**src/rtl/extint_pkg.sv**
```systemverilog
package extint_pkg;

  localparam int CTL_W   = 8;
  localparam int SEL_POS = 7;
  localparam int CON_POS = 6;

  typedef enum logic [1:0] {
    MODE_NORMAL  = 2'b00,
    MODE_EMUL    = 2'b01,
    MODE_SPECIAL = 2'b10,
    MODE_SPEC_B  = 2'b11
  } op_mode_e;

  // special modes are those with the upper mode bit set
  function automatic logic mode_is_special(input logic [1:0] m);
    return m[1];
  endfunction

  // falling edge between the previous and the current synchronized level
  function automatic logic fall_between(input logic prev_lvl, input logic cur_lvl);
    return prev_lvl & ~cur_lvl;
  endfunction

  // request: level mode looks at the pin, edge mode at the latch
  function automatic logic request_of(input logic sel_edge, input logic connect,
                                      input logic latched, input logic pin_lvl);
    return connect & (sel_edge ? latched : ~pin_lvl);
  endfunction

  // next latch state: new edge has priority over an acknowledge
  function automatic logic latch_next(input logic cur, input logic set_ev,
                                      input logic clr_ev);
    return (cur & ~clr_ev) | set_ev;
  endfunction

  function automatic logic [CTL_W-1:0] pack_ctl(input logic sel_edge, input logic connect);
    logic [CTL_W-1:0] v;
    v = '0;
    v[SEL_POS] = sel_edge;
    v[CON_POS] = connect;
    return v;
  endfunction

endpackage

```
**src/rtl/extint_sync.sv**
```systemverilog
module extint_sync #(
  parameter int   STAGES  = 2,
  parameter logic RST_VAL = 1'b1
) (
  input  logic clk,
  input  logic rst_n,
  input  logic d,
  output logic q
);

  logic [STAGES-1:0] chain;

  generate
    for (genvar i = 0; i < STAGES; i++) begin : g_stage
      if (i == 0) begin : g_first
        always_ff @(posedge clk or negedge rst_n) begin
          if (!rst_n) chain[0] <= RST_VAL;
          else        chain[0] <= d;
        end
      end else begin : g_next
        always_ff @(posedge clk or negedge rst_n) begin
          if (!rst_n) chain[i] <= RST_VAL;
          else        chain[i] <= chain[i-1];
        end
      end
    end
  endgenerate

  assign q = chain[STAGES-1];

endmodule

```
**src/rtl/extint_cfg.sv**
```systemverilog
module extint_cfg
  import extint_pkg::*;
(
  input  logic       clk,
  input  logic       rst_n,
  input  logic [1:0] mode,
  input  logic       wr_en,
  input  logic       wr_sel,
  input  logic       wr_con,
  output logic       sel_edge,
  output logic       connect,
  output logic       locked,
  output logic       sel_load
);

  logic special;

  assign special  = mode_is_special(mode);
  assign sel_load = wr_en & (special | ~locked);

  always_ff @(posedge clk or negedge rst_n) begin
    if (!rst_n) begin
      sel_edge <= 1'b0;
      connect  <= 1'b1;
      locked   <= 1'b0;
    end else begin
      if (wr_en) connect <= wr_con;
      if (sel_load) sel_edge <= wr_sel;
      if (wr_en && !special) locked <= 1'b1;
    end
  end

endmodule

```
**src/rtl/extint_detect.sv**
```systemverilog
module extint_detect
  import extint_pkg::*;
(
  input  logic clk,
  input  logic rst_n,
  input  logic pin_lvl,
  input  logic sel_edge,
  input  logic connect,
  input  logic ack,
  output logic fall,
  output logic set_ev,
  output logic latched,
  output logic req
);

  logic pin_prev;

  always_ff @(posedge clk or negedge rst_n) begin
    if (!rst_n) pin_prev <= 1'b1;
    else        pin_prev <= pin_lvl;
  end

  assign fall   = fall_between(pin_prev, pin_lvl);
  assign set_ev = fall & sel_edge & connect;

  always_ff @(posedge clk or negedge rst_n) begin
    if (!rst_n) latched <= 1'b0;
    else        latched <= latch_next(latched, set_ev, ack);
  end

  assign req = request_of(sel_edge, connect, latched, pin_lvl);

endmodule

```
**src/rtl/extint_ctrl.sv**
```systemverilog
module extint_ctrl
  import extint_pkg::*;
#(
  parameter int SYNC_STAGES = 2
) (
  input  logic             clk,
  input  logic             rst_n,
  input  logic             pin_n,
  input  logic [1:0]       mode,
  input  logic             wr_en,
  input  logic [CTL_W-1:0] wr_data,
  input  logic             rd_en,
  output logic [CTL_W-1:0] rd_data,
  input  logic             irq_ack,
  output logic             irq_req
);

  logic pin_lvl;
  logic sel_edge;
  logic connect;
  logic locked;
  logic sel_load;
  logic fall;
  logic set_ev;
  logic latched;
  logic unused_wr_bits;

  assign unused_wr_bits = ^wr_data[CON_POS-1:0];

  extint_sync #(
    .STAGES  (SYNC_STAGES),
    .RST_VAL (1'b1)
  ) u_sync (
    .clk   (clk),
    .rst_n (rst_n),
    .d     (pin_n),
    .q     (pin_lvl)
  );

  extint_cfg u_cfg (
    .clk      (clk),
    .rst_n    (rst_n),
    .mode     (mode),
    .wr_en    (wr_en),
    .wr_sel   (wr_data[SEL_POS]),
    .wr_con   (wr_data[CON_POS]),
    .sel_edge (sel_edge),
    .connect  (connect),
    .locked   (locked),
    .sel_load (sel_load)
  );

  extint_detect u_det (
    .clk      (clk),
    .rst_n    (rst_n),
    .pin_lvl  (pin_lvl),
    .sel_edge (sel_edge),
    .connect  (connect),
    .ack      (irq_ack),
    .fall     (fall),
    .set_ev   (set_ev),
    .latched  (latched),
    .req      (irq_req)
  );

  assign rd_data = rd_en ? pack_ctl(sel_edge, connect) : '0;

endmodule

```
**config.mk**
```make
export PLATFORM = sky130hd
export DESIGN_NAME = extint_ctrl
export DESIGN_NICKNAME = d
export VERILOG_FILES = /design/src/rtl/extint_pkg.sv /design/src/rtl/extint_sync.sv /design/src/rtl/extint_cfg.sv /design/src/rtl/extint_detect.sv /design/src/rtl/extint_ctrl.sv
export SDC_FILE = /design/constraint.sdc
export NUM_CORES = 1
export LEC_CHECK = 0
export ABC_CLOCK_PERIOD_IN_PS = 2510
export BUFFER_PORTS_ARGS = -buffer_cell sky130_fd_sc_hd__clkbuf_2
export CAP_MARGIN = 20
export CORE_AREA = 8 8 45 47
export CTS_BUF_LIST = sky130_fd_sc_hd__clkbuf_4
export CTS_CLUSTER_SIZE = 40
export DETAILED_ROUTE_END_ITERATION = 10
export DIE_AREA = 0 0 53 55
export PLACE_DENSITY = 0.57
export SLEW_MARGIN = 20
export SYNTH_ARGS = -nofsm -noshare
export SYNTH_HDL_FRONTEND = slang
export SYNTH_SLANG_ARGS = --single-unit
```
**constraint.sdc**
```tcl
create_clock -name clk -period 2.51 [get_ports clk]
set_input_delay 0.251 -clock clk [delete_from_list [all_inputs] [get_ports clk]]
set_output_delay 0.251 -clock clk [all_outputs]
set_load 0.02 [all_outputs]
```
==> key figures, run 1 <==
Status
  – Status: finished, final reports clean

Final layout
  – Area Growth Syn to Fin: 27.6%
  – Area of the multi-input gates: 104 sq um
  – FILL cells: 150
  – FF+latch area: 180 sq um
  – ANT cells: 0
  – Final instance area: 410 sq um
  – Ratio of cells with drive above 1 in the final layout: 0.512
  – Fin cells: 59
  – Final #Nets: 60

Global route
  – First-pass GRT wire length: 869 um
  – Largest net degree at the start of global routing: 8
  – Total Routing Usage GR: 0.0429
  – Vias in the first global route: 222
  – Initial antenna violation count: 0
  – Gr ovfl total: 0

Min path
  – Worst min-delay path class: in -> reg

Synth
  – Seq/Total Area, Yosys: 0.560
  – Synth Instances: 28
  – Yosys cell types: 12
  – Synth Cell Area: 322 sq um
  – Syn Area/Cell: 11.5 sq um
  – Yosys warnings: 0
  – Synth Register Bits: 7

Timing
  – RSZ-0062 raised after global routing: no
  – Final-report hold violation count: 0
  – # setup viols final: 0
  – Fin. max-slew vios: 0
  – Highest Clock Rate: 712 MHz
  – Final min period: 1400 ps
  – Final period utilization: 0.560
  – Fin Setup TNS: 0 ps
  – Worst Skew: 3.53 ps

Clock tree
  – CTS Sinks: 7
  – Worst-path clk slew: 50 ps
  – Max Buffers Root-to-Sink: 2
  – Root Buffer: clkbuf_4
  – Post-CTS Setup Bufs: 0
  – TritonCTS Buffers: 3
  – Clock latency at the later pin of the worst-skew pair: 250 ps
  – Cts repair resizes: 0
  – CTS tree: yes
  – CTS HTree Levels: 1

Die
  – Core area: 0.00138 sq mm
  – Ports: 25
  – Die height: 55 um
  – Initial Utilization: 0.232
  – Cell Rows: 14
  – Die X: 53 um
  – Die area: 0.00292 sq mm

Power and ir drop
  – Leak: 0.210 nW
  – Peak supply drop: 285 uV
  – Cell Pwr Density: 680 mW/mm^2
  – Pwr Total: 0.000279 W

Setup path
  – Critical Path Fanout Max: 3
  – Max stage delay on crit path: 530 ps
  – Critical path endpoint category: primary output
  – Critical path's slowest cell: dfstp_2
  – CP Cell Sequence: o21ai_0 -> and2_1 -> clkbuf_2
  – Startpoint Class: flip-flop
  – Req. time, crit path: 2260 ps
  – CP arrival: 1150 ps
  – WS Path Type: reg -> out

Placement
  – Placer Congestion: 0.630
  – Placed Cells: 54
  – Cell area after placement: 370 sq um
  – DP HPWL: 494 um
  – I/O Buffers: 11

Detailed routing
  – DRC: 0
  – Remaining antenna violation count after routing: 0
  – Routed wire per std cell: 9.54 um
  – 1st-iter DRT viols: 3
  – Final WL: 563 um
  – Via count: 222
  – DR pass1 iterations: 4
  – Via density per instance: 3.76

Flow run
  – MaxCap Viol Count: 0
## area by class of cell
type / instances / share of cell area
timing repair buffer: 12 / 0.159
tap: 16 / 0.0488
clock buffer: 4 / 0.0732
multi-input combinational: 17 / 0.253
inverter: 3 / 0.0274
sequential: 7 / 0.439
## what timing repair did
action                                  in CTS  in global routing
endpoints found under the setup margin       0                  0
hold buffers                                 1                  0
endpoints found under the hold margin        3                  0
## metal layers
metal  vias to the layer above  track usage  wire length [um]
li1                        107            -                 -
met1                       101       0.0386               186
met2                        14       0.0664               264
met3                         0       0.0428               113
met4                         0       0.0129                 0
met5                         -            0                 0
## stage by stage
step | worst slack (ps) | hold slack (ps) | util
2_1_floorplan | 1470 | -44.6 | -
3_3_place_gp | 1370 | 92.3 | 0.268
3_5_place_dp | 1350 | 90.7 | 0.268
4_1_cts | 1080 | 87.5 | 0.297
5_1_grt | 1020 | 76.3 | 0.297
6_report | 1110 | 91.9 | 0.297
## state kept, by name (all words and copies together) (netlist names)
register / flops
u_sync.q: 1
u_det.latched: 1
u_sync.chain: 1
u_cfg.locked: 1
u_cfg.connect: 1
u_det.pin_prev: 1
u_cfg.sel_edge: 1
## report_power, final
| part | internal [W] | leakage (nW) | switching, W |
|---|---|---|---|
| Combinational | 0.0000172 | 0.116 | 0.0000234 |
| Sequential | 0.000124 | 0.0761 | 0.00000562 |
| Clock | 0.0000712 | 0.0184 | 0.0000374 |
| Total | 0.000213 | 0.210 | 0.0000664 |
## cells in the mapped netlist, drive strengths merged
cell type / number / area, sq um
and2: 3 / 18.8
conb: 1 / 3.75
buf: 6 / 45.0
nand4b: 1 / 8.76
nand2: 1 / 3.75
mux2: 2 / 26.3
dfstp: 4 / 105
dfrtp: 3 / 75.1
inv: 3 / 11.3
o21ai: 4 / 23.8
## cell usage in the layout, fill, tap and decap left out
cell type and count:
o21ai_0 3, o21ai_2 1, dlygate4sd3_1 1, inv_1 3
mux2_2 1, clkbuf_4 4, dfstp_2 4, and2_1 3
mux2_4 1, clkbuf_2 11, nand4b_1 1, conb_1 6
dfrtp_1 3, nand2_1 1
## cells by family (layout without fill, tap and decap cells)
| group | count (synthesis) | after routing | synth area share |
|---|---|---|---|
| buf+inv | 9 | 19 | 0.175 |
| flops | 7 | 7 | 0.560 |
| simple gates | 5 | 5 | 0.0973 |
| compound gates | 4 | 4 | 0.0739 |
| mux | 2 | 2 | 0.0817 |
| other cells | 1 | 6 | 0.0117 |
## worst paths after layout
check	start	endpoint	slack (ps)	cells after the start
worst max-delay path	u_sync.q$_DFF_PN1_	irq_req	1110	3
worst min-delay path	pin_n	u_sync.chain[0]$_DFF_PN1_	90	1
worst max register to register	u_cfg.locked$_DFFE_PN0P_	u_cfg.sel_edge$_DFFE_PN0P_	1570	3
worst min register to register	u_sync.chain[0]$_DFF_PN1_	u_sync.q$_DFF_PN1_	360	0
max in group asynchronous	rst_n	u_sync.q$_DFF_PN1_	1920	2
min in group asynchronous	rst_n	u_cfg.sel_edge$_DFFE_PN0P_	360	2
## critical path: cells and delay by family (launching register included)
kind	cells	cell delay [ps]
flops	1	530
simple gates	1	150
buf+inv	1	150
compound gates	1	80
(Power assumes the default switching activity.)
==> run 2, diff against run 1 <==
--- a/config.mk
+++ b/config.mk
@@ -5,7 +5,7 @@
 export SDC_FILE = /design/constraint.sdc
 export NUM_CORES = 1
 export LEC_CHECK = 0
-export ABC_CLOCK_PERIOD_IN_PS = 2510
+export ABC_CLOCK_PERIOD_IN_PS = 1200
 export BUFFER_PORTS_ARGS = -buffer_cell sky130_fd_sc_hd__clkbuf_2
 export CAP_MARGIN = 20
 export CORE_AREA = 8 8 45 47
@@ -13,7 +13,7 @@
 export CTS_CLUSTER_SIZE = 40
 export DETAILED_ROUTE_END_ITERATION = 10
 export DIE_AREA = 0 0 53 55
-export PLACE_DENSITY = 0.57
+export PLACE_DENSITY = 0.59
 export SLEW_MARGIN = 20
 export SYNTH_ARGS = -nofsm -noshare
 export SYNTH_HDL_FRONTEND = slang
==> constraint.sdc (replaced) <==
create_clock -name clk -period 1.2 [get_ports clk]
set_input_delay 0.12 -clock clk [delete_from_list [all_inputs] [get_ports clk]]
set_output_delay 0.12 -clock clk [all_outputs]
set_load 0.02 [all_outputs]
==> run 2 against run 1 <==
The run now ends with negative setup slack left. Clock skew down 0.93 ps. Die area unchanged. Clock power up 110%. Register-to-register slack got worse by 1300 ps. Sequential power rose by 110%. Sequential share of layout area decreased by 2.9 points. Setup slack lost 1100 ps. First-iteration DRC count fell by 67%. Flip-flop and latch count is the same. Wire length grew 4.1%. Count of clock-buffer cells in the layout did not move. Hold slack worse by 32 ps. Highest routed layer unchanged.
==> key figures, run 2 (synthesis gave the netlist of run 1 again) <==
Timing
  – RSZ-0062 raised after global routing: yes (was no)
  – # setup viols final: 1 (was 0)
  – Fin. max-slew vios: 0 (unchanged)
  – Final period utilization: 1.02
  – Final min period: 1230 ps
  – Final-report hold violation count: 0 (unchanged)
  – Highest Clock Rate: 815 MHz
  – Setup ws final: -26.4 ps (was 1110 ps)
  – Worst Skew: 2.60 ps (was 3.53 ps)
  – Hold slack final: 60.3 ps (was 91.9 ps)

Die
  – Cell Rows: 14 (unchanged)
  – Die height: 55 um (unchanged)
  – Core area: 0.00138 sq mm (unchanged)
  – Ports: 25 (unchanged)
  – Die X: 53 um (unchanged)
  – Die area: 0.00292 sq mm (unchanged)
  – Initial Utilization: 0.232 (unchanged)

Setup path
  – Critical path endpoint category: primary output (unchanged)
  – CP Cell Sequence: o21ai_1 -> and2_1 -> clkbuf_8 (was o21ai_0 -> and2_1 -> clkbuf_2)
  – Max stage delay on crit path: 530 ps (about the same)
  – CP arrival: 1110 ps (was 1150 ps)
  – Critical path buffer and inverter count: 1 (unchanged)
  – Startpoint Class: flip-flop (unchanged)
  – Delay-heaviest family, CP: flip-flops (unchanged)
  – Critical Path Fanout Max: 3 (unchanged)
  – Critical path's slowest cell: dfstp_2 (unchanged)
  – Req. time, crit path: 1080 ps (was 2260 ps)
  – Reg2reg start: u_cfg.locked$_DFFE_PN0P_ (unchanged)
  – WS Path Type: reg -> out (unchanged)
  – Crit path from: u_sync.q$_DFF_PN1_ (unchanged)

Global route
  – Total Routing Usage GR: 0.0423 (was 0.0429)
  – Gr ovfl total: 0 (unchanged)
  – Vias in the first global route: 221 (was 222)
  – Initial antenna violation count: 0 (unchanged)
  – First-pass GRT wire length: 848 um (was 869 um)
  – Largest net degree at the start of global routing: 8 (unchanged)

Power and ir drop
  – Leak: 0.222 nW (was 0.210 nW)
  – Peak supply drop: 567 uV (was 285 uV)
  – Pwr Total: 0.000599 W (was 0.000279 W)
  – Cell Pwr Density: 1360 mW/mm^2 (was 680 mW/mm^2)

Status
  – Violations in the final reports: negative setup slack
  – Status: finished with violations (was finished, final reports clean)

Clock tree
  – Worst-path clk slew: 50 ps (about the same)
  – Root Buffer: clkbuf_4 (unchanged)
  – Clock latency at the later pin of the worst-skew pair: 240 ps (was 250 ps)
  – CTS tree: yes (unchanged)
  – TritonCTS Buffers: 3 (unchanged)
  – CTS Sinks: 7 (unchanged)
  – CTS HTree Levels: 1 (unchanged)
  – Max Buffers Root-to-Sink: 2 (unchanged)

Detailed routing
  – 1st-iter DRT viols: 1 (was 3)
  – Via count: 225 (was 222)
  – Routed wire per std cell: 9.61 um (was 9.54 um)
  – DR pass1 iterations: 2 (was 4)
  – Via density per instance: 3.69 (was 3.76)
  – DRC: 0 (unchanged)
  – Final WL: 586 um (was 563 um)
  – Remaining antenna violation count after routing: 0 (unchanged)

Final layout
  – ANT cells: 0 (unchanged)
  – Commonest non-fill, non-tap cell in the layout: clkbuf_2 (unchanged)
  – Most frequent cells in the layout: clkbuf_2, conb_1, clkbuf_4, dfstp_2 (unchanged)
  – Area Growth Syn to Fin: 36.6% (was 27.6%)
  – Final #Nets: 62 (was 60)
  – Ratio of cells with drive above 1 in the final layout: 0.511 (was 0.512)
  – FILL cells: 150 (unchanged)

Min path
  – Worst min-delay path class: in -> reg (unchanged)
  – Hold Crit Start: irq_ack (was pin_n)

Flow run
  – MaxCap Viol Count: 0 (unchanged)

Placement
  – DP HPWL: 495 um (was 494 um)
  – Placer Congestion: 0.632 (was 0.630)
  – I/O Buffers: 11 (unchanged)
-- run 2: power breakdown --
group,internal (W),switching [W]
clock,0.000149,0.0000762
sequential,0.000260,0.0000120
combinational,0.0000505,0.0000514
-- run 2: final cells by class --
| class | instances | area [sq um] | area share |
|---|---|---|---|
| Sequential cell | 7 | 180 | 0.410 |
| Timing Repair Buffer | 14 | 93.8 | 0.214 |
| Clock buffer | 4 | 30.0 | 0.0684 |
| Inverter | 3 | 11.3 | 0.0256 |
| Multi-Input combinational cell | 17 | 104 | 0.236 |
| Tap cell | 16 | 20.0 | 0.0456 |
-- run 2: worst paths after layout --
kind / to / slack (ps) / cells past startpoint
worst min-delay path: u_det.latched$_DFF_PN0_ / 60 / 2
min in group asynchronous: u_det.latched$_DFF_PN0_ / 230 / 2
worst max-delay path: irq_req / -30 / 3
worst max register to register: u_cfg.sel_edge$_DFFE_PN0P_ / 260 / 3
worst min register to register: u_sync.q$_DFF_PN1_ / 360 / 0
max in group asynchronous: u_sync.q$_DFF_PN1_ / 740 / 2
-- run 2: what timing repair did --
action                                  4_1_cts  5_1_grt
pin swaps                                     2        0
endpoints found under the setup margin        1        2
hold buffers                                  2        0
gates resized for setup                       3        2
setup buffers                                 0        1
hold endpoints to repair                      8        0
gates cloned                                  0        0
-- run 2: layer usage --
layer / wire length [um] / track usage / up-vias
met3: 105 / 0.0428 / 0
met5: 0 / 0 / -
met4: 0 / 0.0129 / 0
met1: 202 / 0.0355 / 102
met2: 278 / 0.0684 / 14
li1: - / - / 109
-- run 2: worst register-to-register path, stage by stage, from the launching register on --
cell     delay [ps]
dfrtp_1         330
inv_1            60
o21ai_2         140
mux2_4          310
-- run 2: stage by stage --
step                      setup slack (ps)  TNS, ps  instances  utilization  area, sq um
after floorplan                        293        0         33            -          340
after global placement                 196        0         54        0.268          370
after detailed placement               184        0         54        0.268          370
after CTS                            -46.0    -46.0         60        0.310          429
after global routing                 -75.4    -75.4         61        0.317          439
final                                -26.4    -26.4         61        0.317          439
==> run 3, diff against run 2 <==
--- a/config.mk
+++ b/config.mk
@@ -8,12 +8,14 @@
 export ABC_CLOCK_PERIOD_IN_PS = 1200
 export BUFFER_PORTS_ARGS = -buffer_cell sky130_fd_sc_hd__clkbuf_2
 export CAP_MARGIN = 20
-export CORE_AREA = 8 8 45 47
+export CELL_PAD_IN_SITES_DETAIL_PLACEMENT = 1
+export CELL_PAD_IN_SITES_GLOBAL_PLACEMENT = 1
+export CORE_MARGIN = 8
+export CORE_UTILIZATION = 24
 export CTS_BUF_LIST = sky130_fd_sc_hd__clkbuf_4
 export CTS_CLUSTER_SIZE = 40
 export DETAILED_ROUTE_END_ITERATION = 10
-export DIE_AREA = 0 0 53 55
-export PLACE_DENSITY = 0.59
+export PLACE_DENSITY = 0.77
 export SLEW_MARGIN = 20
 export SYNTH_ARGS = -nofsm -noshare
 export SYNTH_HDL_FRONTEND = slang
==> run 3 against run 2 <==
The flow still finishes with violations (negative setup slack). Critical path type unchanged. Core utilization up 3.7 points. Hold slack worse by 0.70 ps. Total power up 1.1%. Clock skew rose by 0.52 ps. Wire length up 9.6%. Highest routed layer unchanged.
==> key figures, run 3 (synthesis gave the netlist of run 1 again) <==
Status
  – Status: finished with violations (unchanged)
  – Violations in the final reports: negative setup slack (unchanged)

Detailed routing
  – DRC: 0 (unchanged)
  – 1st-iter DRT viols: 1 (unchanged)
  – Remaining antenna violation count after routing: 0 (unchanged)
  – DR pass1 iterations: 2 (unchanged)
  – Final WL: 642 um (was 586 um)
  – Via count: 228 (was 225)
  – Via density per instance: 3.74 (was 3.69)
  – Routed wire per std cell: 10.5 um (was 9.61 um)

Setup path
  – CP arrival: 1100 ps (was 1110 ps)
  – R2R setup slack: 260 ps (about the same)
  – Startpoint Class: flip-flop (unchanged)
  – Max stage delay on crit path: 530 ps (about the same)
  – Worst r2r dst: u_cfg.sel_edge$_DFFE_PN0P_ (unchanged)
  – Reg2reg start: u_cfg.locked$_DFFE_PN0P_ (unchanged)
  – Critical path buffer and inverter count: 1 (unchanged)
  – Req. time, crit path: 1080 ps (about the same)
  – Critical Path Fanout Max: 2 (was 3)
  – Critical path's slowest cell: dfstp_2 (unchanged)
  – WS Path Type: reg -> out (unchanged)
  – Delay-heaviest family, CP: flip-flops (unchanged)
  – CP Cell Sequence: o21ai_1 -> and2_1 -> clkbuf_8 (unchanged)
  – Worst-case reg-to-reg path depth: 3 (unchanged)
  – Critical path endpoint category: primary output (unchanged)

Die
  – Ports: 25 (unchanged)
  – Die area: 0.00277 sq mm (was 0.00292 sq mm)
  – Die X: 52.6 um (was 53 um)
  – Core area: 0.00127 sq mm (was 0.00138 sq mm)
  – Cell Rows: 13 (was 14)
  – Initial Utilization: 0.253 (was 0.232)
  – Die height: 52.6 um (was 55 um)

Timing
  – RSZ-0062 raised after global routing: yes (unchanged)
  – Hold slack final: 59.6 ps (was 60.3 ps)
  – Final-report hold violation count: 0 (unchanged)
  – Highest Clock Rate: 817 MHz (was 815 MHz)
  – Setup ws final: -23.3 ps (was -26.4 ps)
  – Final min period: 1220 ps (was 1230 ps)
  – Fin. max-slew vios: 0 (unchanged)
  – # setup viols final: 1 (unchanged)
  – Worst Skew: 3.12 ps (was 2.60 ps)
  – Final period utilization: 1.02 (about the same)
  – Fin Setup TNS: -23.3 ps (was -26.4 ps)

Min path
  – Hold depth: 2 (unchanged)
  – Worst min-delay path class: in -> reg (unchanged)
  – Hold Crit Start: irq_ack (unchanged)
  – Worst Hold End: u_det.latched$_DFF_PN0_ (unchanged)

Final layout
  – FILL cells: 150 (unchanged)
  – Most frequent cells in the layout: clkbuf_2, conb_1, clkbuf_4, dfstp_2 (unchanged)
  – Commonest non-fill, non-tap cell in the layout: clkbuf_2 (unchanged)
  – Area Growth Syn to Fin: 39.7% (was 36.6%)
  – Ratio of cells with drive above 1 in the final layout: 0.522 (was 0.511)
  – Final instance area: 449 sq um (was 439 sq um)
  – Final #Nets: 63 (was 62)
  – ANT cells: 0 (unchanged)

Power and ir drop
  – Leak: 0.228 nW (was 0.222 nW)
  – Peak supply drop: 437 uV (was 567 uV)
  – Cell Pwr Density: 1350 mW/mm^2 (was 1360 mW/mm^2)
  – Combinational power share: 0.175 (was 0.170)
  – Flop pwr share: 0.448 (was 0.454)
  – Pint: 0.000461 W (was 0.000459 W)
  – Pwr Total: 0.000606 W (was 0.000599 W)
  – Clock power share: 0.377 (was 0.376)
  – Net Sw Frac: 0.239 (was 0.233)
  – Sw Pwr: 0.000145 W (was 0.000140 W)

Placement
  – DP HPWL: 537 um (was 495 um)
  – Cell area after placement: 369 sq um (was 370 sq um)
  – Placer Congestion: 0.641 (was 0.632)
  – I/O Buffers: 11 (unchanged)
  – Pre-CTS setup slack: 183 ps (was 184 ps)

Clock tree
  – TritonCTS Buffers: 3 (unchanged)
  – CTS tree: yes (unchanged)
  – CTS HTree Levels: 1 (unchanged)
  – Max Buffers Root-to-Sink: 2 (unchanged)
  – Root Buffer: clkbuf_4 (unchanged)
  – Worst-path clk slew: 50 ps (about the same)
  – CTS Sinks: 7 (unchanged)
  – Clock latency at the later pin of the worst-skew pair: 240 ps (about the same)

Flow run
  – MaxCap Viol Count: 0 (unchanged)

Global route
  – Largest net degree at the start of global routing: 8 (unchanged)
  – First-pass GRT wire length: 1.06 mm (was 848 um)
  – Vias in the first global route: 275 (was 221)
  – Gr ovfl total: 0 (unchanged)
  – Total Routing Usage GR: 0.0524 (was 0.0423)
  – Initial antenna violation count: 0 (unchanged)
==> run 3: worst max-delay path by stage <==
stage               endpoint  cells past startpoint               start
finish               irq_req                      3  u_sync.q$_DFF_PN1_
floorplan            irq_req                      2  u_sync.q$_DFF_PN1_
detailed placement   irq_req                      3  u_sync.q$_DFF_PN1_
CTS                  irq_req                      3  u_sync.q$_DFF_PN1_
global route         irq_req                      3  u_sync.q$_DFF_PN1_
global placement     irq_req                      3  u_sync.q$_DFF_PN1_
==> run 3: area by class of cell <==
cell class | count | area, sq um | share of cell area
well taps | 15 | 18.8 | 0.0418
clock buffers | 4 | 30.0 | 0.0669
repair buffers | 15 | 105 | 0.234
flip-flops and latches | 7 | 180 | 0.401
multi-input cells | 17 | 104 | 0.231
inverters | 3 | 11.3 | 0.0251
==> run 3: timing repair <==
| action | in CTS | in global routing |
|---|---|---|
| setup endpoints to repair | 2 | 2 |
| hold buffers | 2 | 0 |
| setup buffers | 2 | 0 |
| endpoints found under the hold margin | 8 | 0 |
| gates resized for setup | 4 | 2 |
| pin swaps | 2 | 0 |
==> run 3: through the flow <==
step	util	instances
after CTS	0.351	61
after floorplan	-	33
after global routing	0.354	61
after detailed placement	0.291	53
final	0.354	61
after global placement	0.291	53
==> run 3: power groups by stage <==
| stage | registers (W) | clock network [W] | logic (W) |
|---|---|---|---|
| floorplan | 0.000272 | 0 | 0.0000690 |
| global placement | 0.000275 | 0 | 0.0000822 |
| detailed placement | 0.000276 | 0 | 0.0000841 |
| CTS | 0.000272 | 0.000242 | 0.000105 |
| global route | 0.000274 | 0.000255 | 0.000116 |
| finish | 0.000271 | 0.000228 | 0.000106 |
==> run 3: metal layers <==
layer	routed length, um	GRT usage	vias to the layer above
met3	85	0.0256	0
li1	-	-	114
met4	0	0.0388	0
met1	230	0.0565	103
met2	326	0.0771	11
met5	0	0	-
